[src/rtl/rtc_pkg.sv]
package rtc_pkg;
  localparam int unsigned REG_W    = 8;
  localparam int unsigned NUM_REGS = 8;
  localparam int unsigned BUS_W    = REG_W * NUM_REGS;

  localparam int unsigned IDX_SEC = 0;
  localparam int unsigned IDX_MIN = 1;
  localparam int unsigned IDX_HR  = 2;
  localparam int unsigned IDX_DT  = 3;
  localparam int unsigned IDX_MO  = 4;
  localparam int unsigned IDX_YR  = 5;
  localparam int unsigned IDX_DOW = 6;
  localparam int unsigned IDX_CEN = 7;

  localparam logic [BUS_W-1:0] RESET_VAL = 64'h2000_0001_0180_0000;

  function automatic logic [REG_W-1:0] bcd_inc(input logic [REG_W-1:0] v);
    if (v[3:0] >= 4'd9) return {v[7:4] + 4'd1, 4'd0};
    else                return {v[7:4], v[3:0] + 4'd1};
  endfunction

  // year value divisible by 4: (10*t + o) mod 4 == (2*t + o) mod 4
  function automatic logic is_leap(input logic [REG_W-1:0] yr);
    if (yr[4]) return (yr[3:0] == 4'd2) || (yr[3:0] == 4'd6);
    else       return (yr[3:0] == 4'd0) || (yr[3:0] == 4'd4) || (yr[3:0] == 4'd8);
  endfunction

  function automatic logic [REG_W-1:0] month_len(input logic [REG_W-1:0] mo,
                                                 input logic leap);
    case (mo)
      8'h02:                      return leap ? 8'h29 : 8'h28;
      8'h04, 8'h06, 8'h09, 8'h11: return 8'h30;
      default:                    return 8'h31;
    endcase
  endfunction
endpackage

[src/rtl/rtc_bcd_wrap.sv]
module rtc_bcd_wrap #(
  parameter int unsigned W = 8,
  parameter logic [W-1:0] MIN_V = '0
) (
  input  logic [W-1:0] val_i,
  input  logic [W-1:0] max_i,
  input  logic         en_i,
  output logic [W-1:0] nxt_o,
  output logic         wrap_o
);
  import rtc_pkg::*;

  // out-of-range loaded values wrap as well
  assign wrap_o = en_i && (val_i >= max_i);

  always_comb begin
    if (!en_i)       nxt_o = val_i;
    else if (wrap_o) nxt_o = MIN_V;
    else             nxt_o = bcd_inc(val_i);
  end
endmodule

[src/rtl/rtc_hour_step.sv]
module rtc_hour_step (
  input  logic [7:0] hour_i,
  input  logic       en_i,
  output logic [7:0] nxt_o,
  output logic       day_o
);
  import rtc_pkg::*;

  logic       mode24;
  logic       pm;
  logic [7:0] inc_v;

  assign mode24 = hour_i[7];
  assign pm     = hour_i[5];

  always_comb begin
    nxt_o = hour_i;
    day_o = 1'b0;
    inc_v = '0;
    if (en_i) begin
      if (mode24) begin
        inc_v = bcd_inc({2'b00, hour_i[5:0]});
        if (hour_i[5:0] >= 6'h23) begin
          nxt_o = {hour_i[7:6], 6'h00};
          day_o = 1'b1;
        end else begin
          nxt_o = {hour_i[7:6], inc_v[5:0]};
        end
      end else begin
        inc_v = bcd_inc({3'b000, hour_i[4:0]});
        if (hour_i[4:0] >= 5'h12) begin
          nxt_o = {hour_i[7:5], 5'h01};
        end else if (hour_i[4:0] == 5'h11) begin
          nxt_o = {hour_i[7:6], ~pm, 5'h12};
          day_o = pm;
        end else begin
          nxt_o = {hour_i[7:5], inc_v[4:0]};
        end
      end
    end
  end
endmodule

[src/rtl/rtc_calendar_core.sv]
module rtc_calendar_core
  import rtc_pkg::*;
(
  input  logic                clk_i,
  input  logic                rst_ni,
  input  logic                tick_i,
  input  logic [NUM_REGS-1:0] ld_mask_i,
  input  logic [BUS_W-1:0]    ld_data_i,
  output logic [BUS_W-1:0]    rd_data_o,
  output logic                inhibit_o
);
  logic [NUM_REGS-1:0][REG_W-1:0] regs_q, regs_d, adv_v;
  logic                           inhibit_q;
  logic                           ld_any, adv;
  logic                           sec_wrap, min_wrap, day_carry, dt_wrap, mo_wrap, yr_wrap;
  logic [REG_W-1:0]               dt_max;

  assign ld_any = |ld_mask_i;
  assign adv    = tick_i && !inhibit_q && !ld_any;
  assign dt_max = month_len(regs_q[IDX_MO], is_leap(regs_q[IDX_YR]));

  rtc_bcd_wrap #(.W(REG_W), .MIN_V(8'h00)) i_sec (
    .val_i(regs_q[IDX_SEC]), .max_i(8'h59), .en_i(adv),
    .nxt_o(adv_v[IDX_SEC]), .wrap_o(sec_wrap));

  rtc_bcd_wrap #(.W(REG_W), .MIN_V(8'h00)) i_min (
    .val_i(regs_q[IDX_MIN]), .max_i(8'h59), .en_i(sec_wrap),
    .nxt_o(adv_v[IDX_MIN]), .wrap_o(min_wrap));

  rtc_hour_step i_hour (
    .hour_i(regs_q[IDX_HR]), .en_i(min_wrap),
    .nxt_o(adv_v[IDX_HR]), .day_o(day_carry));

  rtc_bcd_wrap #(.W(REG_W), .MIN_V(8'h01)) i_date (
    .val_i(regs_q[IDX_DT]), .max_i(dt_max), .en_i(day_carry),
    .nxt_o(adv_v[IDX_DT]), .wrap_o(dt_wrap));

  rtc_bcd_wrap #(.W(REG_W), .MIN_V(8'h01)) i_month (
    .val_i(regs_q[IDX_MO]), .max_i(8'h12), .en_i(dt_wrap),
    .nxt_o(adv_v[IDX_MO]), .wrap_o(mo_wrap));

  rtc_bcd_wrap #(.W(REG_W), .MIN_V(8'h00)) i_year (
    .val_i(regs_q[IDX_YR]), .max_i(8'h99), .en_i(mo_wrap),
    .nxt_o(adv_v[IDX_YR]), .wrap_o(yr_wrap));

  always_comb begin
    adv_v[IDX_DOW] = regs_q[IDX_DOW];
    if (day_carry)
      adv_v[IDX_DOW] = (regs_q[IDX_DOW][2:0] >= 3'd6) ? 8'h00
                     : {5'b0, regs_q[IDX_DOW][2:0] + 3'd1};
    adv_v[IDX_CEN] = regs_q[IDX_CEN];
    if (yr_wrap && regs_q[IDX_CEN] == 8'h19) adv_v[IDX_CEN] = 8'h20;
  end

  for (genvar k = 0; k < NUM_REGS; k++) begin : g_ld
    assign regs_d[k] = ld_mask_i[k] ? ld_data_i[k*REG_W +: REG_W] : adv_v[k];
  end

  always_ff @(posedge clk_i or negedge rst_ni) begin
    if (!rst_ni) begin
      regs_q    <= RESET_VAL;
      inhibit_q <= 1'b1;
    end else begin
      regs_q <= regs_d;
      if (ld_any) inhibit_q <= 1'b0;
    end
  end

  assign rd_data_o = regs_q;
  assign inhibit_o = inhibit_q;

  p_idle_stable_r1: assert property (@(posedge clk_i) disable iff (!rst_ni)
    !tick_i && !ld_any |=> $stable(regs_q));

  p_sec_no_carry_r1: assert property (@(posedge clk_i) disable iff (!rst_ni)
    tick_i && !ld_any && regs_q[IDX_SEC] < 8'h59 |=> $stable(regs_q[IDX_MIN]));

  p_century_keep_r6: assert property (@(posedge clk_i) disable iff (!rst_ni)
    regs_q[IDX_CEN] == 8'h20 && !ld_mask_i[IDX_CEN] |=> regs_q[IDX_CEN] == 8'h20);

  p_hold_inhibit_r8: assert property (@(posedge clk_i) disable iff (!rst_ni)
    inhibit_q && !ld_any |=> $stable(regs_q));

  p_load_clears_r9: assert property (@(posedge clk_i) disable iff (!rst_ni)
    ld_any |=> !inhibit_q);

  p_load_sec_r9: assert property (@(posedge clk_i) disable iff (!rst_ni)
    ld_mask_i[IDX_SEC] |=> regs_q[IDX_SEC] == $past(ld_data_i[REG_W-1:0]));
endmodule

[config.mk]
export PLATFORM = sky130hd
export DESIGN_NAME = rtc_calendar_core
export DESIGN_NICKNAME = d
export VERILOG_FILES = /design/src/rtl/rtc_pkg.sv /design/src/rtl/rtc_bcd_wrap.sv /design/src/rtl/rtc_hour_step.sv /design/src/rtl/rtc_calendar_core.sv
export SDC_FILE = /design/constraint.sdc
export NUM_CORES = 1
export LEC_CHECK = 0
export ABC_CLOCK_PERIOD_IN_PS = 5200
export BUFFER_PORTS_ARGS = -buffer_cell sky130_fd_sc_hd__clkbuf_2
export CORE_ASPECT_RATIO = 1.2
export CORE_MARGIN = 1.5
export CORE_UTILIZATION = 51
export DETAILED_ROUTE_END_ITERATION = 10
export HOLD_SLACK_MARGIN = 0.12
export PLACE_DENSITY = 0.78
export SYNTH_ARGS = -nofsm -noshare
export SYNTH_HDL_FRONTEND = slang
export SYNTH_HIERARCHICAL = 1
export SYNTH_SLANG_ARGS = --single-unit
[constraint.sdc]
create_clock -name clk_i -period 5.2 [get_ports clk_i]
set_input_delay 0.52 -clock clk_i [delete_from_list [all_inputs] [get_ports clk_i]]
set_output_delay 0.52 -clock clk_i [all_outputs]
set_load 0.005 [all_outputs]
==> results.json, run 1 <==
{
  "mostFrequentLayoutCells": "clkbuf_2, ha_1, inv_1, dfrtp_1, mux2_2",
  "synth-adder-area-share": 0.161,
  "cp-start-kind": "input pin",
  "synth_xor_xnor_area_share": 0.0116,
  "synth_top_family_by_area": "compound AO/OA/AOI/OAI gates",
  "final.setup.tns_ns": 0,
  "port_buffers": 139,
  "syn_area_per_cell_um2": 9.66,
  "detail_route.vias_per_cell": 5.59,
  "antenna_found_initial": 0,
  "yosysWarnings": 6,
  "clockRootBuffer": "clkbuf_16",
  "max_slew_margin": 0.444,
  "drv_cap": 0,
  "finalMaxSlewViolations": 0,
  "min_period_ns": 4.20,
  "place_congestion": 0.893,
  "min_path_type": "in2async",
  "arrival_ns": 4.48,
  "ys_types": 68,
  "clk_latency_ns": 0.34,
  "wirelength_um": 12900,
  "cts_tree": "yes",
  "muxShareOfSynthArea": 0.117,
  "fmax_mhz": 238,
  "grt_pass1_wl_um": 20700,
  "status": "completed",
  "worst_ep_required_time_ns": 5.49,
  "grt_use_met3": 0.0385,
  "rows": 40,
  "fin_area_um2": 6580,
  "final_cells": 851,
  "worst_pin_slew_ns": 0.834,
  "die_w_um": 96.0,
  "first_iter_violations": 170,
  "firstDrtPassIters": 4,
  "clk_path_buf_depth": 2,
  "p_leak_nw": 3.27,
  "cp_max_fo": 17,
  "antenna_cells": 0,
  "area_delta_synth_final_pct": 24.4,
  "gr-total-overflow": 0,
  "drive_gt1_frac": 0.357,
  "die_y_um": 115,
  "final_nets": 863,
  "io_pins": 140,
  "ys_seq_area_frac": 0.309,
  "synth_cells": 548,
  "yosysTopAreaCell": "dfrtp_1",
  "setup.worst_path.class": "in2reg",
  "first_global_vias": 4545,
  "num_vias": 4753,
  "routedWlPerCell_um": 15.2,
  "final_common_cell": "clkbuf_2",
  "postCtsSetupRepairBufs": 0,
  "initial_core_util": 0.526,
  "final.setup.worst_slack_ns": 1.00,
  "grtUsageMet2": 0.415,
  "place_ws_ns": 0.767,
  "clk_pin_slew_ns": 0.06,
  "yosys-top-cells-area": "dfrtp_1, ha_1, mux2_2",
  "place_inst": 835,
  "netlist_area_um2": 5290,
  "cts_resized": 0,
  "grt.met1_usage": 0.293,
  "postRouteAntennaNets": 0,
  "synth_edf_count": 0,
  "multiInputGateArea_um2": 3470,
  "peakVddDrop_mv": 0.192,
  "hpwlAfterDp_um": 9970,
  "setup_viol": 0,
  "grt.total_usage": 0.241,
  "h-tree-depth": 3,
  "synth_top_area_share": 0.284,
  "die_area_um2": 11000,
  "coreArea_um2": 10100,
  "async_flop_share": 1.00,
  "synth_compound_area_frac": 0.181,
  "final_hold_viol_count": 0,
  "skew_ns": 0.00682,
  "ys_ff_latch": 65,
  "register_area_um2": 1630,
  "grt_busiest_layer": "met2",
  "rsz0062_at_grt": "no",
  "end_kind": "register",
  "drc": 0,
  "holdWs_ns": 0.357,
  "synthSimpleGateAreaFrac": 0.159,
  "period_share": 0.807,
  "place_area_um2": 6230,
  "powerDensity_nw_per_um2": 275,
  "synthFlopType": "dfrtp_1",
  "grt_max_degree": 66,
  "hold_buffers": 0,
  "final.fill_count": 825,
  "cts_buffers": 9,
  "clock_sinks": 65
}
## final cells by class
type	instances	area share
clock buffers	9	0.0342
clock inverters	7	0.0190
repair buffers	144	0.111
flip-flops and latches	65	0.248
well taps	126	0.0240
inverters	63	0.0359
multi-input cells	437	0.527
## cell usage after synthesis, drive strengths merged, types with 10 or more instances
| cell type | instances |
|---|---|
| a21oi | 24 |
| a22o | 10 |
| and3 | 10 |
| clkbuf | 14 |
| dfrtp | 60 |
| ha | 68 |
| inv | 63 |
| mux2 | 55 |
| nand2 | 18 |
| nand3 | 18 |
| nand4 | 10 |
| nor2 | 26 |
| nor2b | 10 |
| o211ai | 10 |
| o21ai | 28 |
## per-layer routing
metal / wire, um / share of wire
met5: 0 / 0
met4: 284 / 0.022
met3: 677 / 0.052
met2: 6440 / 0.50
met1: 5510 / 0.43
## state kept, by name, summed over array words and instances, names as in the netlist
signal,flops
rd_data_o,64
inhibit_o,1
## worst max-delay path: stages
cell and delay, ns:
clkbuf_2 0.23, nor4_1 0.57, and4b_1 0.51, nor2b_4 0.42
nor2b_4 0.22, nand2_1 0.05, nor2_1 0.08, buf_4 0.21
inv_1 0.13, nor2_1 0.12, buf_4 0.17, inv_1 0.11
nor2_1 0.14, buf_4 0.20, nand2_2 0.10, or3_1 0.38
a21oi_2 0.15, mux2_2 0.15
## report_power, final
group	switching [mW]	total [mW]	internal [mW]
Combinational	0.224	0.449	0.226
Sequential	0.0868	0.647	0.560
Clock	0.243	0.716	0.473
## stage by stage
stage / power (mW) / util
2_1_floorplan: 0.932 / -
3_3_place_gp: 1.07 / 0.619
3_5_place_dp: 1.10 / 0.619
4_1_cts: 1.82 / 0.654
5_1_grt: 1.91 / 0.654
6_report: 1.81 / 0.654
## final timing paths
| path | startpoint | endpoint | slack, ns | cells past startpoint |
|---|---|---|---|---|
| hold / removal | rst_ni | rd_data_o[58] | 0.36 | 2 |
| setup / recovery | ld_mask_i[7] | rd_data_o[47] | 1.00 | 18 |
| min in group clk_i | ld_data_i[48] | rd_data_o[48] | 0.41 | 3 |
| max in group asynchronous | rst_ni | rd_data_o[9] | 4.29 | 2 |
| setup reg to reg | rd_data_o[0] | rd_data_o[47] | 1.17 | 20 |
| hold reg to reg | rd_data_o[54] | rd_data_o[54] | 0.50 | 1 |
## logic make-up after synthesis
| kind of cell | count (synthesis) |
|---|---|
| XOR/XNOR | 7 |
| buffers and inverters | 81 |
| adder cells (fa/ha/maj) | 68 |
| AO/OA/AOI/OAI | 130 |
| AND/OR/NAND/NOR | 140 |
| flip-flops | 65 |
| multiplexers | 55 |
| other | 2 |
Note: power is estimated with default switching activity, not from simulation.
==> run 2, diff against run 1 <==
--- a/config.mk
+++ b/config.mk
@@ -5,11 +5,11 @@
 export SDC_FILE = /design/constraint.sdc
 export NUM_CORES = 1
 export LEC_CHECK = 0
-export ABC_CLOCK_PERIOD_IN_PS = 5200
+export ABC_CLOCK_PERIOD_IN_PS = 3650
 export BUFFER_PORTS_ARGS = -buffer_cell sky130_fd_sc_hd__clkbuf_2
 export CORE_ASPECT_RATIO = 1.2
 export CORE_MARGIN = 1.5
-export CORE_UTILIZATION = 51
+export CORE_UTILIZATION = 49
 export DETAILED_ROUTE_END_ITERATION = 10
 export HOLD_SLACK_MARGIN = 0.12
 export PLACE_DENSITY = 0.78
==> constraint.sdc (replaced) <==
create_clock -name clk_i -period 3.65 [get_ports clk_i]
set_input_delay 0.365 -clock clk_i [delete_from_list [all_inputs] [get_ports clk_i]]
set_output_delay 0.365 -clock clk_i [all_outputs]
set_load 0.005 [all_outputs]
==> results.json, run 2 (synthesis results as in run 1) <==
{
  "status": "completed",
  "firstDrtPassIters": 5,
  "p_leak_nw": 3.30,
  "hold_buffers": 0,
  "cts_buffers": 9,
  "cp-start-kind": "register",
  "wirelength_um": 13400,
  "gr-total-overflow": 0,
  "final_common_cell": "clkbuf_2",
  "finalMaxSlewViolations": 0,
  "clockRootBuffer": "clkbuf_16",
  "drv_cap": 0,
  "grt.total_usage": 0.232,
  "multiInputGateArea_um2": 3520,
  "fmax_mhz": 296,
  "min_path_type": "in2async",
  "setup.worst_path.class": "reg2reg",
  "crit_path_cell_trace": "or3_4 > or4b_1 > o211ai_1 > ha_1 > nand2b_1 > a21oi_2 > o31a_2 > nor2_4 > inv_6 > nor2_4 > nand2_2 > or3_1 > a21oi_2 > mux2_2",
  "register_area_um2": 1630,
  "arrival_ns": 3.65,
  "rsz0062_at_grt": "no",
  "peakVddDrop_mv": 0.278,
  "final_cells": 862,
  "powerDensity_nw_per_um2": 372,
  "slowest_stage": "dfrtp_2",
  "max_slew_margin": 0.312,
  "regToRegSetupSlack_ns": 0.27,
  "first_iter_violations": 200,
  "clock_sinks": 65,
  "cts_tree": "yes",
  "max_stage_delay_ns": 0.46,
  "postRouteAntennaNets": 0,
  "die_w_um": 97.9,
  "largest_reg_flops": 64,
  "r2r_end": "rd_data_o[47]",
  "place_congestion": 0.922,
  "min_period_ns": 3.38,
  "area_delta_synth_final_pct": 26.0,
  "drc": 0,
  "setup_viol": 0,
  "die_y_um": 117,
  "final.fill_count": 878,
  "grt_pass1_wl_um": 21400,
  "initial_core_util": 0.503,
  "mostFrequentLayoutCells": "clkbuf_2, ha_1, inv_1, dfrtp_1, mux2_2",
  "cp-endpoint": "rd_data_o[47]",
  "grt_max_degree": 46,
  "coreArea_um2": 10500,
  "detail_route.vias_per_cell": 5.60,
  "clk_latency_ns": 0.33,
  "antenna_cells": 0,
  "r2r_start": "rd_data_o[35]",
  "final_hold_viol_count": 0,
  "drive_gt1_frac": 0.377,
  "first_global_vias": 4724,
  "port_buffers": 139,
  "final_nets": 871,
  "cp_max_fo": 8,
  "rows": 41,
  "end_kind": "register",
  "period_share": 0.925,
  "clk_path_buf_depth": 2,
  "place_inst": 844,
  "io_pins": 140,
  "routedWlPerCell_um": 15.5,
  "startpoint": "rd_data_o[35]",
  "reg2reg_depth": 14,
  "num_vias": 4831,
  "place_ws_ns": 0.136,
  "skew_ns": 0.00896,
  "final.setup.worst_slack_ns": 0.275,
  "h-tree-depth": 3,
  "clk_pin_slew_ns": 0.06,
  "worst_pin_slew_ns": 1.03,
  "antenna_found_initial": 0,
  "die_area_um2": 11400,
  "worst_ep_required_time_ns": 3.92,
  "hpwlAfterDp_um": 10400
}
run 2: cell count changes in the layout (fill, tap and decap cells not counted), moves of 3 or more:
cell / previous run / this run
nor2_1: 23 / 20
buf_4: 5 / 13
clkbuf_8: 0 / 3
nor2_4: 0 / 3
inv_1: 63 / 60
run 2: critical path, delay by kind of cell (launching register included):
| kind | cells | cell delay, ns |
|---|---|---|
| simple gates | 7 | 1.78 |
| buf+inv | 1 | 0.06 |
| flops | 1 | 0.46 |
| fa+ha+maj | 1 | 0.14 |
| mux | 1 | 0.15 |
| compound gates | 4 | 0.71 |
run 2: how the worst min path moves through the flow:
| stage | from | endpoint | slack (ns) | cells past startpoint |
|---|---|---|---|---|
| final | rst_ni | rd_data_o[8] | 0.21 | 1 |
| after global routing | ld_data_i[58] | rd_data_o[58] | 0.25 | 2 |
| after CTS | ld_data_i[49] | rd_data_o[49] | 0.23 | 3 |
| after detailed placement | rd_data_o[55] | rd_data_o[55] | 0.49 | 1 |
| after global placement | rd_data_o[55] | rd_data_o[55] | 0.48 | 1 |
| after floorplan | rst_ni | rd_data_o[0] | 0.07 | 0 |
run 2: area by class of cell:
cell class,instances,share of cell area
timing repair buffer,152,0.119
clock inverter,2,0.00526
multi-input combinational,437,0.528
inverter,63,0.0370
clock buffer,14,0.0411
sequential,65,0.245
tap,129,0.0242
run 2: timing repair:
| item | in CTS | in global routing |
|---|---|---|
| buffers inserted | 0 | 2 |
| setup endpoints to repair | 0 | 5 |
| gates resized for setup | 0 | 1 |
run 2: layer usage:
layer	GRT usage	part of all wire	wire (um)
met5	0	0	0
met4	0.115	0.030	398
met3	0.0511	0.053	714
met2	0.409	0.51	6800
met1	0.267	0.41	5460
run 2: stage by stage:
step | power, mW | hold slack [ns] | instance area, um2 | TNS, ns | utilization
5_1_grt | 2.64 | 0.252 | 6670 | 0 | 0.634
4_1_cts | 2.49 | 0.234 | 6650 | 0 | 0.632
6_report | 2.48 | 0.213 | 6670 | 0 | 0.634
3_3_place_gp | 1.55 | 0.480 | 6340 | 0 | 0.603
2_1_floorplan | 1.34 | 0.0694 | 5560 | -0.0154 | -
3_5_place_dp | 1.58 | 0.489 | 6340 | 0 | 0.603
run 2: power breakdown:
| group | total, mW | internal (mW) | switching (mW) |
|---|---|---|---|
| Clock | 0.894 | 0.584 | 0.311 |
| Combinational | 0.669 | 0.334 | 0.335 |
| Sequential | 0.916 | 0.799 | 0.118 |
